<file path="config.mk">
export PLATFORM = sky130hd
export DESIGN_NAME = settings_write_assembler
export DESIGN_NICKNAME = d
export VERILOG_FILES = /design/src/rtl/setwr_pkg.sv /design/src/rtl/setwr_decode.sv /design/src/rtl/setwr_stage.sv /design/src/rtl/setwr_emit.sv /design/src/rtl/settings_write_assembler.sv
export SDC_FILE = /design/constraint.sdc
export NUM_CORES = 1
export LEC_CHECK = 0
export BUFFER_PORTS_ARGS = -buffer_cell sky130_fd_sc_hd__buf_4
export CAP_MARGIN = 10
export CORE_MARGIN = 3
export CORE_UTILIZATION = 39
export CTS_BUF_LIST = sky130_fd_sc_hd__clkbuf_8
export DETAILED_ROUTE_END_ITERATION = 16
export GPL_TIMING_DRIVEN = 0
export HOLD_SLACK_MARGIN = 0.15
export MAX_ROUTING_LAYER = met4
export SYNTH_ARGS = -nofsm -noshare
export SYNTH_HDL_FRONTEND = slang
export SYNTH_SLANG_ARGS = --single-unit
</file>
<file path="constraint.sdc">
create_clock -name clk -period 2.4 [get_ports clk]
set_input_delay 0.48 -clock clk [delete_from_list [all_inputs] [get_ports clk]]
set_output_delay 0.48 -clock clk [all_outputs]
set_load 0.005 [all_outputs]
</file>
<file path="src/rtl/setwr_pkg.sv">
package setwr_pkg;

    localparam int HALF_W    = 16;
    localparam int WORD_W    = 2 * HALF_W;
    localparam int IDX_W     = 6;
    localparam int OUT_IDX_W = 8;
    localparam int PAD_W     = OUT_IDX_W - IDX_W;
    localparam int BUS_A_W   = IDX_W + 1;   // byte-address bits [IDX_W+1:1]

    typedef enum logic {
        HALF_LO = 1'b0,
        HALF_HI = 1'b1
    } half_e;

    typedef struct packed {
        logic              valid;
        half_e             half;
        logic [IDX_W-1:0]  idx;
        logic [HALF_W-1:0] val;
    } bus_req_t;

    typedef struct packed {
        logic                 stb;
        logic [OUT_IDX_W-1:0] idx;
        logic [WORD_W-1:0]    val;
    } setting_t;

    function automatic logic [OUT_IDX_W-1:0] widen_idx(input logic [IDX_W-1:0] i);
        return {{PAD_W{1'b0}}, i};
    endfunction

    function automatic logic [WORD_W-1:0] join_halves(input logic [HALF_W-1:0] hi,
                                                       input logic [HALF_W-1:0] lo);
        return {hi, lo};
    endfunction

endpackage

</file>
<file path="src/rtl/setwr_decode.sv">
module setwr_decode
    import setwr_pkg::*;
(
    input  logic                   sel_i,
    input  logic                   wr_i,
    input  logic [BUS_A_W-1:0]     addr_i,
    input  logic [HALF_W-1:0]      wdata_i,
    output bus_req_t               req_o
);
    // addr_i[0] is byte-address bit 1 (half select); addr_i[IDX_W:1] is the word index.
    always_comb begin
        req_o.valid = sel_i && wr_i;
        req_o.half  = addr_i[0] ? HALF_HI : HALF_LO;
        req_o.idx   = addr_i[IDX_W:1];
        req_o.val   = wdata_i;
    end
endmodule

</file>
<file path="src/rtl/setwr_stage.sv">
module setwr_stage
    import setwr_pkg::*;
(
    input  logic              clk,
    input  logic              rst,
    input  bus_req_t          req_i,
    output logic [HALF_W-1:0] lo_o
);
    logic load;
    assign load = req_i.valid && (req_i.half == HALF_LO);

    always_ff @(posedge clk) begin
        if (rst)       lo_o <= '0;
        else if (load) lo_o <= req_i.val;
    end

    logic armed;
    always_ff @(posedge clk) armed <= !rst;

    // the staged half moves only on a low-half write
    assert_stage_hold_R7: assert property (@(posedge clk) disable iff (rst)
        (armed && !load) |=> $stable(lo_o));
    // a low-half write lands in the staging register
    assert_stage_load_R2: assert property (@(posedge clk) disable iff (rst)
        load |=> (lo_o == $past(req_i.val)));
endmodule

</file>
<file path="src/rtl/setwr_emit.sv">
module setwr_emit
    import setwr_pkg::*;
(
    input  logic              clk,
    input  logic              rst,
    input  bus_req_t          req_i,
    input  logic [HALF_W-1:0] lo_i,
    output setting_t          out_o
);
    logic fire;
    assign fire = req_i.valid && (req_i.half == HALF_HI);

    always_ff @(posedge clk) begin
        if (rst) begin
            out_o <= '0;
        end else begin
            out_o.stb <= fire;
            if (fire) begin
                out_o.idx <= widen_idx(req_i.idx);
                out_o.val <= join_halves(req_i.val, lo_i);
            end
        end
    end

    logic armed;
    always_ff @(posedge clk) armed <= !rst;

    // the strobed word is built from the high half and the staged low half
    assert_word_join_R4: assert property (@(posedge clk) disable iff (rst)
        fire |=> (out_o.val == {$past(req_i.val), $past(lo_i)}));
    // the outputs hold between strobes
    assert_hold_R9: assert property (@(posedge clk) disable iff (rst)
        (armed && !out_o.stb) |-> ($stable(out_o.val) && $stable(out_o.idx)));
endmodule

</file>
<file path="src/rtl/settings_write_assembler.sv">
module settings_write_assembler
    import setwr_pkg::*;
(
    input  logic                 clk,
    input  logic                 rst,
    input  logic                 sel_i,
    input  logic                 wr_i,
    input  logic [BUS_A_W-1:0]   addr_i,
    input  logic [HALF_W-1:0]    wdata_i,
    output logic                 set_stb_o,
    output logic [OUT_IDX_W-1:0] set_idx_o,
    output logic [WORD_W-1:0]    set_val_o
);
    bus_req_t          req;
    logic [HALF_W-1:0] staged_lo;
    setting_t          outw;

    setwr_decode u_decode (
        .sel_i   (sel_i),
        .wr_i    (wr_i),
        .addr_i  (addr_i),
        .wdata_i (wdata_i),
        .req_o   (req)
    );

    setwr_stage u_stage (
        .clk   (clk),
        .rst   (rst),
        .req_i (req),
        .lo_o  (staged_lo)
    );

    setwr_emit u_emit (
        .clk   (clk),
        .rst   (rst),
        .req_i (req),
        .lo_i  (staged_lo),
        .out_o (outw)
    );

    assign set_stb_o = outw.stb;
    assign set_idx_o = outw.idx;
    assign set_val_o = outw.val;

    // a strobe follows only an accepted high-half write
    assert_stb_cause_R3: assert property (@(posedge clk) disable iff (rst)
        set_stb_o |-> $past(sel_i && wr_i && addr_i[0]));
    // every accepted high-half write strobes
    assert_stb_follow_R3: assert property (@(posedge clk) disable iff (rst)
        (sel_i && wr_i && addr_i[0]) |=> set_stb_o);
    // a low-half write never strobes
    assert_lo_silent_R2: assert property (@(posedge clk) disable iff (rst)
        (sel_i && wr_i && !addr_i[0]) |=> !set_stb_o);
    // an idle or unselected cycle never strobes
    assert_idle_quiet_R7: assert property (@(posedge clk) disable iff (rst)
        !(sel_i && wr_i) |=> !set_stb_o);
    // the index is the high-half write's word address
    assert_idx_map_R5: assert property (@(posedge clk) disable iff (rst)
        set_stb_o |-> (set_idx_o == {{PAD_W{1'b0}}, $past(addr_i[IDX_W:1])}));
    // outputs are zero in the cycle after reset
    assert_reset_clear_R1: assert property (@(posedge clk)
        $past(rst) |-> (!set_stb_o && set_idx_o == '0 && set_val_o == '0));
endmodule

</file>
# --- Yosys cells after proc, flatten, opt, wreduce, memory -nomap -nowiden ---
# Cells that the tools add are included.
totals:
  reg_bits: 55
  in_bits: 27
  output_inout_bits: 41
op_classes:
  muxes: 1
  n_bitwise: 1
  n_reduce_logical: 3
ops:
  columns: ["op", "n"]
  rows:
  - ["logical AND 1 bit", 3]
  - ["two-way mux 1 bit", 1]
  - ["NOT 1 bit", 1]

# --- Longest topological paths before layout ---
logic_depth:
  ltp_word: 3
  ltp_mapped: 4
  ltp_nobuf: 2

# --- Modules after synthesis ---
# Synthesis repeated with hierarchy kept, for this count alone.
unflattened:
  cells_unflattened: 275
  hier_area_um2: 3070.4
by_module_without_submodules:
  columns: ["module", "n_inst", "cells_per_inst", "area_per_inst_um2"]
  rows:
  - ["setwr_emit", 1, 180, 2127.0]
  - ["setwr_stage", 1, 71, 764.5]
  - ["setwr_decode", 1, 24, 178.9]

# --- Worst setup path before layout ---
# No wires, ideal clock.
synth_path:
  kind: "in2reg"
  startpoint: "input sel_i"
  endpoint: "register u_emit.out_o[11] (netlist bit)"
  t_arrival_ns: 1.096
  t_required_ns: 2.328
  slack_ns: 1.232
  cell_stages: 4
  path_cell_list: "and3_4 buf_6 buf_8 mux2i_1"
synth_between:
  elab_chain_cells: 2
synth_rtl:
  columns: ["item", "line", "rtl"]
  rows:
  - ["start: declaration", "settings_write_assembler.sv:6", "input logic sel_i,"]
  - ["logical AND 1 bit", "setwr_decode.sv:12", "req_o.valid = sel_i && wr_i;"]
  - ["logical AND 1 bit", "setwr_emit.sv:11", "assign fire = req_i.valid && (req_i.half == HALF_HI);"]
  - ["end: declaration", "setwr_emit.sv:8", "output setting_t out_o"]
# Every way passes these cells.
# A chain may end at the register's enable or synchronous reset.

# --- Final worst setup path ---
layout_path:
  startpoint: "register u_emit.out_o[14] (netlist bit)"
  endpoint: "output set_val_o[14]"
layout_rtl:
  columns: ["item", "line", "rtl"]
  rows:
  - ["end: declaration", "settings_write_assembler.sv:12", "output logic [WORD_W-1:0] set_val_o"]
# No word-level cell between the ends.

==> results_dict.tcl <==
set metrics [dict create \
    pin_count 68 \
    reg2reg_to "u_emit.out_o[14]" \
    synth_edf_count 0 \
    dieArea_sq_um 6720 \
    fin_crit_sh 0.527 \
    grt_setup_unrepaired "no" \
    port_buffers 64 \
    holdWs_ps 449 \
    nets 305 \
    cp_max_fo 2 \
    leakage_nw 1.34 \
    crit_start "u_emit.out_o[14]" \
    cts_root_buffer "clkbuf_8" \
    clk_pin_slew_worst_paths_ps 90 \
    drt_iter0_markers 32 \
    required_ps 1920 \
    grt_pass1_vias 1527 \
    cts_hold_buffers 0 \
    syn_area_sq_um 2250 \
    layout-drive-gt1-share 0.294 \
    antenna_found_initial 0 \
    clk-insertion-delay-late_ps 290 \
    synth-main-ff-cell "dfxtp_1" \
    critPathKind "flip-flop to output pin" \
    grt_pass1_wl_um 7200 \
    clock_skew_ps 3.48 \
    h-tree-depth 2 \
    cp.depth 1 \
    peakVddDrop_mv 0.275 \
    antenna_cells 0 \
    synthArstFlopShare 0 \
    critical_path.top_delay_family "flip-flops" \
    drc 0 \
    cts_resized 0 \
    area_delta_synth_final_pct 30.0 \
    cp-end-kind "output pin" \
    synth_area_leaders "dfxtp_1 49%, mux2i_1 24%, nand2b_1 21%" \
    grt_overflow 0 \
    r2r_cells 2 \
    n_fill_cell 550 \
    hold_violations 0 \
    crit_buf_inv 1 \
    vias 1552 \
    setup_viol 0 \
    cts_tree "done" \
    maxCapViolations 0 \
    critPathMaxStageDelay_ps 370 \
    power.density_nw_per_um2 564 \
    grt_max_degree 16 \
    arrival_ps 790 \
    die_y_um 82.0 \
    dp_hpwl_um 3260 \
    synth_common_cells "76 x nand2b_1, 55 x dfxtp_1, 54 x mux2i_1" \
    hp-class "input pin to flip-flop" \
    status "finished clean" \
    synth_cells 206 \
    cts_num_sinks 55 \
    setup_tns_ps 0 \
    rows 27 \
    cp-endpoint "set_val_o[14]" \
    antenna_left 0 \
    synthDistinctLibCells 14 \
    syn_area_per_cell_sq_um 10.9 \
    ys_warn_count 0 \
    cts_setup_buffers 0 \
    maxSlewViolCount 0 \
    crit_path_top_delay_cell "dfxtp_1" \
    regToRegStartpoint "u_emit.out_o[14]" \
    die-width_um 82.0 \
    startpoint_type "flip-flop" \
    initial_core_util 0.406 \
    seq_area_frac_synth 0.489 \
    fmax_mhz 790 \
    r2r_slack_ps 1780 \
    crit_chain "buf_4" \
    via_per_inst 4.42 \
    detail_route.wl_per_cell_um 12.7 \
    synth_top_area_frac 0.489 \
    core_sq_um 5540 \
    min_period_ps 1270 \
    routed_wl_um 4470 \
    place.gp.congestion 0.717 \
    cts_buffers 5 \
    grt_use_total 0.143 \
    clock_path_buffers 2 \
    yosysMostFrequentCell "nand2b_1" \
    drtPass1Iterations 4 \
    yosys_register_bits 55 \
    yosysTopAreaCell "dfxtp_1" \
]
routing by layer:
metal	global-route usage	vias up	wire length [um]
li1	-	814	-
met1	0.178	701	2100
met2	0.233	35	2140
met3	0.0351	2	215
met4	0.0349	0	14
met5	-	-	0
area by class of cell:
class | instances | area [sq um] | share of cell area
Sequential cell | 55 | 1100 | 0.377
Multi-Input combinational cell | 137 | 1060 | 0.362
Timing Repair Buffer | 64 | 480 | 0.164
Clock buffer | 7 | 96.3 | 0.0329
Buffer | 15 | 92.6 | 0.0317
Tap cell | 72 | 90.1 | 0.0308
Clock inverter | 1 | 3.75 | 0.00128
worst register-to-register path: stages (launching register included):
cell and delay, ps:
dfxtp_1 370, nand2b_1 60, mux2i_1 130
metrics by stage:
| step | power (mW) | utilization | cell area (sq um) | worst slack [ps] | cells |
|---|---|---|---|---|---|
| after detailed placement | 1.14 | 0.510 | 2820 | 981 | 343 |
| after floorplan | 1.06 | - | 2250 | 1230 | 207 |
| after CTS | 1.68 | 0.528 | 2920 | 1120 | 351 |
| after global routing | 1.74 | 0.528 | 2920 | 1090 | 351 |
| after global placement | 1.14 | 0.510 | 2820 | 990 | 343 |
| final | 1.65 | 0.528 | 2920 | 1130 | 351 |
where the power goes:
part	internal [mW]	total (mW)	leakage, nW	switching, mW
sequential	0.936	0.946	0.446	0.00996
combinational	0.101	0.169	0.836	0.0687
clock	0.260	0.534	0.0557	0.275
registers in the layout, indices dropped and copies added (netlist names):
| signal | count |
|---|---|
| u_emit.out_o | 39 |
| u_stage.lo_o | 16 |
cells in the final DEF, fill, tap and decap left out:
| cell | netlist | layout |
|---|---|---|
| nand2b_1 | 76 | 76 |
| buf_4 | 3 | 67 |
| dfxtp_1 | 55 | 55 |
| mux2i_1 | 54 | 54 |
| clkbuf_8 | 0 | 7 |
| clkbuf_1 | 5 | 5 |
| buf_2 | 5 | 5 |
| conb_1 | 1 | 2 |
| and3b_1 | 1 | 1 |
| and3_4 | 1 | 1 |
| buf_6 | 1 | 1 |
| buf_8 | 1 | 1 |
| nand3_1 | 1 | 1 |
| nor2_1 | 1 | 1 |
| nand3b_1 | 1 | 1 |
| inv_1 | 0 | 1 |
kinds of logic (layout without fill, tap and decap cells):
family / after synthesis / count (layout) / synth area share
buf+inv: 15 / 87 / 0.0412
flops: 55 / 55 / 0.489
other cells: 1 / 2 / 0.00167
simple gates: 81 / 81 / 0.227
mux: 54 / 54 / 0.240
how the worst min path moves through the flow:
stage	to	startpoint	cells after the start	slack (ps)
after global placement	u_emit.out_o[4]	u_emit.out_o[4]	2	460
after CTS	u_emit.out_o[35]	addr_i[4]	3	440
after detailed placement	u_emit.out_o[30]	u_emit.out_o[30]	2	460
final	u_emit.out_o[35]	addr_i[4]	3	450
after floorplan	u_stage.lo_o[0]	u_stage.lo_o[0]	2	460
after global routing	u_emit.out_o[32]	addr_i[1]	3	440
(Power assumes the default switching activity.)
